==> src/rtl/thr_cal_pkg.sv <==
package thr_cal_pkg;
  typedef enum logic [1:0] {
    M_INIT = 2'd0,
    M_PRE  = 2'd1,
    M_CAL  = 2'd2
  } mode_t;

  localparam int W_BASE = 86;   // 0.3359 in 1/256 units
  localparam int W_STEP = 16;   // 0.0625 per k step
  localparam int W_HALF = 128;  // 0.5 for an unprogrammed part

  function automatic logic [8:0] k_weight(input logic prog, input logic [2:0] k);
    if (prog) return 9'(W_BASE + W_STEP * int'(k));
    return 9'(W_HALF);
  endfunction
endpackage

==> src/rtl/thr_extreme_track.sv <==
module thr_extreme_track #(
  parameter int DW  = 10,
  parameter int HYS = 4
) (
  input  logic          clk,
  input  logic          rst,
  input  logic          smp_valid,
  input  logic [DW-1:0] smp_code,
  output logic          max_evt,
  output logic          min_evt,
  output logic [DW-1:0] ext_val
);
  logic          rising;
  logic [DW-1:0] run;

  always_ff @(posedge clk) begin
    if (rst) begin
      rising  <= 1'b1;
      run     <= '0;
      max_evt <= 1'b0;
      min_evt <= 1'b0;
      ext_val <= '0;
    end else begin
      max_evt <= 1'b0;
      min_evt <= 1'b0;
      if (smp_valid) begin
        if (rising) begin
          if (smp_code > run) run <= smp_code;
          else if (run - smp_code > DW'(HYS)) begin
            max_evt <= 1'b1;
            ext_val <= run;
            rising  <= 1'b0;
            run     <= smp_code;
          end
        end else begin
          if (smp_code < run) run <= smp_code;
          else if (smp_code - run > DW'(HYS)) begin
            min_evt <= 1'b1;
            ext_val <= run;
            rising  <= 1'b1;
            run     <= smp_code;
          end
        end
      end
    end
  end
endmodule

==> src/rtl/thr_weight.sv <==
module thr_weight #(
  parameter int DW = 10
) (
  input  logic [DW-1:0] hi,
  input  logic [DW-1:0] lo,
  input  logic [8:0]    w,
  output logic [DW-1:0] tgt
);
  localparam int AW = DW + 10;
  logic [AW-1:0] acc;
  logic [AW-1:0] q;

  always_comb begin
    acc = AW'(hi) * AW'(w) + AW'(lo) * AW'(9'd256 - w);
    q   = acc >> 8;
    tgt = (q > AW'((1 << DW) - 1)) ? '1 : q[DW-1:0];
  end
endmodule

==> src/rtl/thr_dir_filter.sv <==
module thr_dir_filter #(
  parameter int RUN_LEN = 4
) (
  input  logic clk,
  input  logic rst,
  input  logic clr,
  input  logic evt,
  input  logic big,
  input  logic up,
  output logic fire
);
  localparam int CW = $clog2(RUN_LEN + 1);
  logic [CW-1:0] cnt;
  logic          last_up;
  logic          same;

  assign same = (cnt != '0) && (last_up == up);
  assign fire = evt && big && same && (cnt >= CW'(RUN_LEN - 1));

  always_ff @(posedge clk) begin
    if (rst || clr) begin
      cnt     <= '0;
      last_up <= 1'b0;
    end else if (evt) begin
      if (!big) cnt <= '0;
      else if (same) cnt <= (cnt == CW'(RUN_LEN)) ? cnt : cnt + 1'b1;
      else begin
        cnt     <= CW'(1);
        last_up <= up;
      end
    end
  end
endmodule

==> src/rtl/thr_watchdog.sv <==
module thr_watchdog #(
  parameter int WD_TICKS  = 12,
  parameter int EXT_LIMIT = 4
) (
  input  logic clk,
  input  logic rst,
  input  logic sw_evt,
  input  logic slow_tick,
  input  logic ext_evt,
  output logic fire
);
  localparam int TW = $clog2(WD_TICKS + 1);
  localparam int XW = $clog2(EXT_LIMIT + 1);
  logic [TW-1:0] tcnt;
  logic [XW-1:0] ecnt;

  assign fire = !sw_evt &&
                ((slow_tick && tcnt == TW'(WD_TICKS - 1)) ||
                 (ext_evt && ecnt == XW'(EXT_LIMIT - 1)));

  always_ff @(posedge clk) begin
    if (rst || sw_evt || fire) begin
      tcnt <= '0;
      ecnt <= '0;
    end else begin
      if (slow_tick) tcnt <= tcnt + 1'b1;
      if (ext_evt)   ecnt <= ecnt + 1'b1;
    end
  end
endmodule

==> src/rtl/thr_calibrator.sv <==
module thr_calibrator
  import thr_cal_pkg::*;
#(
  parameter int DW         = 10,
  parameter int HYS        = 4,
  parameter int STEP_LSB   = 118,
  parameter int ACT_LSB    = 2,
  parameter int PHASE_EVTS = 16,
  parameter int RUN_LEN    = 4,
  parameter int EXT_LIMIT  = 4,
  parameter int WD_TICKS   = 12
) (
  input  logic          clk,
  input  logic          rst,
  input  logic          smp_valid,
  input  logic [DW-1:0] smp_code,
  input  logic          sw_evt,
  input  logic          mag_rise,
  input  logic          slow_tick,
  input  logic          is_prog,
  input  logic [2:0]    prog_k,
  input  logic [DW-1:0] prog_code,
  input  logic          search_valid,
  input  logic [DW-1:0] search_code,
  output logic [DW-1:0] thr_code,
  output logic [1:0]    mode,
  output logic          soft_rst_req
);
  localparam int WIN_EVTS = 2 * PHASE_EVTS;
  localparam int EW       = $clog2(WIN_EVTS);
  localparam int SW       = DW + 2;
  localparam logic signed [SW-1:0] STEP_S = SW'(STEP_LSB);
  localparam logic signed [SW-1:0] ACT_S  = SW'(ACT_LSB);
  localparam logic signed [SW:0]   MAXV   = (SW+1)'((1 << DW) - 1);

  mode_t                 mode_q;
  logic [DW-1:0]         thr_q, lat_max, lat_min, win_max, win_min;
  logic                  lat_hv, lat_lv, win_hv, win_lv;
  logic [EW-1:0]         ev_cnt;
  logic                  pend_v;
  logic signed [SW-1:0]  pend_d;

  logic                  max_evt, min_evt, wd_fire, f_fire;
  logic [DW-1:0]         ext_val, nxt_max, nxt_min, tgt_pair, tgt_win;
  logic [8:0]            w;
  logic signed [SW-1:0]  d_pair, d_win;
  logic signed [SW:0]    sum;
  logic                  phase_a, pair_upd, win_last, win_ok, pre_b_upd, cal_end;
  logic                  cal_big, pend_apply, win_restart;

  function automatic logic signed [SW-1:0] lim(input logic signed [SW-1:0] d);
    if (d > STEP_S)  return STEP_S;
    if (d < -STEP_S) return -STEP_S;
    return d;
  endfunction

  thr_extreme_track #(.DW(DW), .HYS(HYS)) u_track (
    .clk(clk), .rst(rst), .smp_valid(smp_valid), .smp_code(smp_code),
    .max_evt(max_evt), .min_evt(min_evt), .ext_val(ext_val));

  assign w       = k_weight(is_prog, prog_k);
  assign nxt_max = max_evt ? ext_val : lat_max;
  assign nxt_min = min_evt ? ext_val : lat_min;

  thr_weight #(.DW(DW)) u_w_pair (.hi(nxt_max), .lo(nxt_min), .w(w), .tgt(tgt_pair));
  thr_weight #(.DW(DW)) u_w_win  (.hi(win_max), .lo(win_min), .w(w), .tgt(tgt_win));

  assign d_pair = $signed({2'b00, tgt_pair}) - $signed({2'b00, thr_q});
  assign d_win  = $signed({2'b00, tgt_win})  - $signed({2'b00, thr_q});

  assign phase_a     = (mode_q == M_PRE) && (ev_cnt < EW'(PHASE_EVTS));
  assign pair_upd    = phase_a && (max_evt || min_evt) &&
                       (max_evt || lat_hv) && (min_evt || lat_lv);
  assign win_last    = sw_evt && (mode_q != M_INIT) && (ev_cnt == EW'(WIN_EVTS - 1));
  assign win_restart = win_last ||
                       (sw_evt && mode_q == M_PRE && ev_cnt == EW'(PHASE_EVTS - 1));
  assign win_ok      = win_hv && win_lv;
  assign pre_b_upd   = win_last && (mode_q == M_PRE) && win_ok;
  assign cal_end     = win_last && (mode_q == M_CAL);
  assign cal_big     = win_ok && ((d_win > ACT_S) || (d_win < -ACT_S));
  assign pend_apply  = pend_v && ((pend_d > 0 && mag_rise) || (pend_d < 0 && !mag_rise));
  assign sum         = $signed({3'b000, thr_q}) + $signed({pend_d[SW-1], pend_d});

  thr_dir_filter #(.RUN_LEN(RUN_LEN)) u_filt (
    .clk(clk), .rst(rst), .clr(wd_fire), .evt(cal_end), .big(cal_big),
    .up(d_win > 0), .fire(f_fire));

  thr_watchdog #(.WD_TICKS(WD_TICKS), .EXT_LIMIT(EXT_LIMIT)) u_wd (
    .clk(clk), .rst(rst), .sw_evt(sw_evt), .slow_tick(slow_tick),
    .ext_evt(max_evt || min_evt), .fire(wd_fire));

  always_ff @(posedge clk) begin
    if (rst) begin
      mode_q <= M_INIT;  thr_q <= '0;  ev_cnt <= '0;
      lat_max <= '0; lat_min <= '0; lat_hv <= 1'b0; lat_lv <= 1'b0;
      win_max <= '0; win_min <= '0; win_hv <= 1'b0; win_lv <= 1'b0;
      pend_v <= 1'b0; pend_d <= '0; soft_rst_req <= 1'b0;
    end else begin
      soft_rst_req <= wd_fire;
      if (wd_fire) begin
        mode_q <= M_INIT; ev_cnt <= '0;
        lat_hv <= 1'b0; lat_lv <= 1'b0; win_hv <= 1'b0; win_lv <= 1'b0;
        pend_v <= 1'b0;
      end else begin
        // latest extremes
        if (max_evt) begin lat_max <= ext_val; lat_hv <= 1'b1; end
        if (min_evt) begin lat_min <= ext_val; lat_lv <= 1'b1; end
        // window extremes
        if (win_restart) begin
          win_hv <= 1'b0; win_lv <= 1'b0;
        end else begin
          if (max_evt && (!win_hv || ext_val > win_max)) begin win_max <= ext_val; win_hv <= 1'b1; end
          if (min_evt && (!win_lv || ext_val < win_min)) begin win_min <= ext_val; win_lv <= 1'b1; end
        end
        // mode schedule
        if (sw_evt) begin
          case (mode_q)
            M_INIT: begin mode_q <= M_PRE; ev_cnt <= EW'(1); end
            M_PRE:  begin
              if (win_last) begin mode_q <= M_CAL; ev_cnt <= '0; end
              else ev_cnt <= ev_cnt + 1'b1;
            end
            default: ev_cnt <= win_last ? '0 : ev_cnt + 1'b1;
          endcase
        end
        // threshold
        if (mode_q == M_INIT) begin
          if (is_prog) thr_q <= prog_code;
          else if (search_valid) thr_q <= search_code;
        end else if (f_fire) begin
          if (d_win > 0) begin
            if (thr_q != '1) thr_q <= thr_q + 1'b1;
          end else if (thr_q != '0) thr_q <= thr_q - 1'b1;
        end else if (pend_apply) begin
          if (sum < 0) thr_q <= '0;
          else if (sum > MAXV) thr_q <= '1;
          else thr_q <= sum[DW-1:0];
        end
        // pending correction
        if (pair_upd) begin
          pend_v <= 1'b1; pend_d <= lim(d_pair);
        end else if (pre_b_upd) begin
          pend_v <= 1'b1; pend_d <= lim(d_win);
        end else if ((pend_apply && !f_fire) || (pend_v && pend_d == 0)) begin
          pend_v <= 1'b0;
        end
      end
    end
  end

  assign thr_code = thr_q;
  assign mode     = mode_q;
endmodule

==> config.mk <==
export PLATFORM = sky130hd
export DESIGN_NAME = thr_calibrator
export DESIGN_NICKNAME = d
export VERILOG_FILES = /design/src/rtl/thr_cal_pkg.sv /design/src/rtl/thr_extreme_track.sv /design/src/rtl/thr_weight.sv /design/src/rtl/thr_dir_filter.sv /design/src/rtl/thr_watchdog.sv /design/src/rtl/thr_calibrator.sv
export SDC_FILE = /design/constraint.sdc
export NUM_CORES = 1
export LEC_CHECK = 0
export BUFFER_PORTS_ARGS = -buffer_cell sky130_fd_sc_hd__buf_2
export CAP_MARGIN = 40
export CORE_MARGIN = 2
export CORE_UTILIZATION = 61
export CTS_CLUSTER_SIZE = 25
export DETAILED_ROUTE_END_ITERATION = 16
export GPL_ROUTABILITY_DRIVEN = 0
export PLACE_DENSITY = 0.79
export SLEW_MARGIN = 20
export SYNTH_ARGS = -nofsm -noshare
export SYNTH_HDL_FRONTEND = slang
export SYNTH_SLANG_ARGS = --single-unit
==> constraint.sdc <==
create_clock -name clk -period 17.2 [get_ports clk]
set_input_delay 1.72 -clock clk [delete_from_list [all_inputs] [get_ports clk]]
set_output_delay 1.72 -clock clk [all_outputs]
set_load 0.05 [all_outputs]
==> results.sh <==
export IMPL_status="finished clean"
export IMPL_worst_path_largest_cell_delay_ps=850
export IMPL_hold_class="reg -> reg"
export IMPL_critPathTopFamily="adder cells"
export IMPL_rsz0062_at_grt="no"
export IMPL_slew_violations=0
export IMPL_finalClockSkew_ps=9.63
export IMPL_switchingPower_mw=0.307
export IMPL_area_growth_syn_to_layout_pct=5.60
export IMPL_synth_ff_type="dfxtp_1"
export IMPL_final_cell_mix="inv_1 (358), ha_1 (276), nor2_1 (219)"
export IMPL_critPathLaunchType="input pin"
export IMPL_start_util_pct=62.2
export IMPL_path_max_fanout=42
export IMPL_vias=14111
export IMPL_core_area_mm2=0.0279
export IMPL_firstDrtPassIters=5
export IMPL_leakage_nw=9.32
export IMPL_critical_path_buf_inv_count=5
export IMPL_muxShareOfSynthArea_pct=4.01
export IMPL_grt_pass1_vias=14679
export IMPL_yosysUniqueCellTypes=89
export IMPL_setup_slack_ps=3120
export IMPL_r2r_slack_ps=6390
export IMPL_clock_latency_ps=370
export IMPL_worstSetupPathType="in -> reg"
export IMPL_cts_hold_buf=0
export IMPL_fillers=2306
export IMPL_syn_area_per_cell_um2=8.49
export IMPL_worst_r2r_cell_count=39
export IMPL_ys_async_sr_fraction_pct=0
export IMPL_cts_tree="done"
export IMPL_setup_viol=0
export IMPL_antenna_found_initial=0
export IMPL_crit_slowest_cell="clkinv_1"
export IMPL_ant_nets=0
export IMPL_clock_sinks=108
export IMPL_cts_setup_buffers=0
export IMPL_synth_seq_area_share_pct=12.5
export IMPL_power_frac_seq_pct=34.4
export IMPL_cell_internal_pwr_mw=0.476
export IMPL_report_power_total_mw=0.783
export IMPL_synthSimpleGateAreaFrac_pct=15.6
export IMPL_post_cts_resized=0
export IMPL_synth_fa_ha_area_share_pct=42.5
export IMPL_grt_pass1_wl_um=69600
export IMPL_grt_ovfl_total=0
export IMPL_netlist_instances=2040
export IMPL_synth_edf_count=0
export IMPL_place_ws_ps=2530
export IMPL_worst_hold_slack_ps=454
export IMPL_min_to="lat_min[5]"
export IMPL_wl_per_cell_um=16.7
export IMPL_chipWidth_um=173
export IMPL_antenna_cells=0
export IMPL_ys_ff_latch=108
export IMPL_synth_top_family_by_area="adder cells"
export IMPL_clkPwrFrac_pct=27.7
export IMPL_period_minus_slack_ps=14080
export IMPL_maxCapViolCount=0
export IMPL_hold_start="lat_min[5]"
export IMPL_swShare_pct=39.2
export IMPL_place_area_mm2=0.0180
export IMPL_nets=2587
export IMPL_clkTransAtPathRegs_ps=80
export IMPL_io_pins=54
export IMPL_timing_rr_end="thr_code[9]"
export IMPL_max_slew_margin_rel_pct=43.8
export IMPL_ys_warn_count=0
export IMPL_r2r_start="win_max[0]"
export IMPL_hold_viol=0
export IMPL_power_per_cell_area_mw_per_mm2=42.8
export IMPL_fmax_mhz=71.0
export IMPL_root_buffer="clkbuf_16"
export IMPL_cpMostUsedCell="fa_1"
export IMPL_share_comb_of_total_power_pct=37.9
export IMPL_via_per_inst=5.74
export IMPL_period_share_pct=81.9
export IMPL_final_area_mm2=0.0183
export IMPL_clockBufferDepth=2
export IMPL_synth_compound_area_share_pct=12.9
export IMPL_grt_start_max_net_pins=79
export IMPL_crit_path_end_kind="flip-flop"
export IMPL_grtUsageTotal_pct=28.5
export IMPL_drt_iter0_markers=1029
export IMPL_drive_above_1_share_pct=6.30
export IMPL_ir_worst_vdd_mv=0.0539
export IMPL_final_common_cell="inv_1"
export IMPL_row_count=61
export IMPL_cts_max_level=3
export IMPL_dp_hpwl_um=33800
export IMPL_arrival_ps=14320
export IMPL_numCtsBuffers=9
export IMPL_synthesis_area_mm2=0.0173
export IMPL_final_setup_tns_ps=0
export IMPL_synth_xor_area_share_pct=2.97
export IMPL_die_y_um=173
export IMPL_required_ps=17440
export IMPL_worst_pin_slew_ps=843
export IMPL_finalWirelength_um=41000
export IMPL_hold_path_depth=2
export IMPL_drcViolationCount=0
export IMPL_dieArea_mm2=0.0298
export IMPL_port_buffers=53
sequential cells by signal (all words and copies together) (netlist names), 2 cells and up:
register and flops:
lat_max 10, u_wd.ecnt 3, ev_cnt 5, win_min 10
u_filt.cnt 3, u_track.run 10, u_wd.tcnt 4, u_track.ext_val 10
lat_min 10, mode 2, thr_code 10, pend_d 11
win_max 10
per-stage QoR:
stage          util [%]  cells
2_1_floorplan         -   2060
3_3_place_gp       64.3   2435
6_report           65.7   2458
5_1_grt            65.7   2458
3_5_place_dp       64.5   2440
4_1_cts            65.6   2456
power groups by stage:
stage          clock network (mW)  logic, mW  registers, mW
2_1_floorplan                   0      0.220          0.278
3_3_place_gp                    0      0.281          0.275
3_5_place_dp                    0      0.290          0.275
4_1_cts                     0.218      0.292          0.269
5_1_grt                     0.228      0.329          0.270
6_report                    0.217      0.297          0.269
worst reg2reg max path: cells and delay by family, from the launching register on:
kind	cells	cell delay [ps]
AOI/OAI and AO/OA	17	4200
xor gates and xnor gates	1	90
adders and majority gates	10	4120
buffers and inverters	3	330
DFF	1	450
and+or+nand+nor	8	1490
routing by layer:
metal	up-vias	routed length, um	track usage [%]
met1	6804	17500	36.5
met2	434	20500	51.1
met5	-	0	0
met3	83	2070	2.64
met4	0	1050	8.69
li1	6790	-	-
synth_stat cells, types with 7 or more instances:
library cell | count | area (um^2)
a211oi_1 | 11 | 82.6
o31ai_1 | 11 | 82.6
inv_1 | 358 | 1340
or3_1 | 20 | 125
nor2b_1 | 19 | 119
nor4_1 | 7 | 43.8
o21ai_0 | 60 | 300
nor2_1 | 219 | 822
fa_1 | 195 | 3900
nor3_1 | 39 | 195
nand2b_1 | 26 | 163
o21bai_1 | 19 | 143
xor2_1 | 27 | 236
and2_1 | 12 | 75.1
dfxtp_1 | 108 | 2160
ha_1 | 276 | 3450
mux2_2 | 9 | 101
nand4_1 | 12 | 75.1
nand2_1 | 127 | 477
and3_1 | 22 | 138
xnor2_1 | 30 | 263
a21o_1 | 20 | 150
mux2i_1 | 57 | 571
o21a_1 | 20 | 150
clkbuf_1 | 52 | 195
a21oi_1 | 104 | 521
a31oi_1 | 21 | 131
nand3_1 | 39 | 195
cell type report:
| cell class | count | area, um^2 | share of cell area [%] |
|---|---|---|---|
| clock buffer | 10 | 239 | 1.31 |
| tap | 378 | 473 | 2.58 |
| inverter | 360 | 1350 | 7.38 |
| clock inverter | 6 | 63.8 | 0.349 |
| multi-input combinational | 1525 | 13600 | 74.2 |
| sequential | 108 | 2160 | 11.8 |
| timing repair buffer | 71 | 423 | 2.31 |
kinds of logic after synthesis:
kind of cell / after synthesis
buf+inv: 427
simple gates: 576
flops: 108
xor+xnor: 58
compound gates: 331
mux: 67
other cells: 2
fa+ha+maj: 471
worst max-delay path by stage:
stage          startpoint           to  slack [ps]  cells past startpoint
3_3_place_gp    prog_k[0]  thr_code[9]        2860                     39
4_1_cts         prog_k[0]  thr_code[9]        2890                     40
5_1_grt         prog_k[0]  thr_code[9]        2440                     41
3_5_place_dp    prog_k[0]  thr_code[9]        2530                     40
6_report        prog_k[0]  thr_code[9]        3120                     41
2_1_floorplan   prog_k[0]  thr_code[9]        5110                     40
Power figures use the tool's default switching activity.
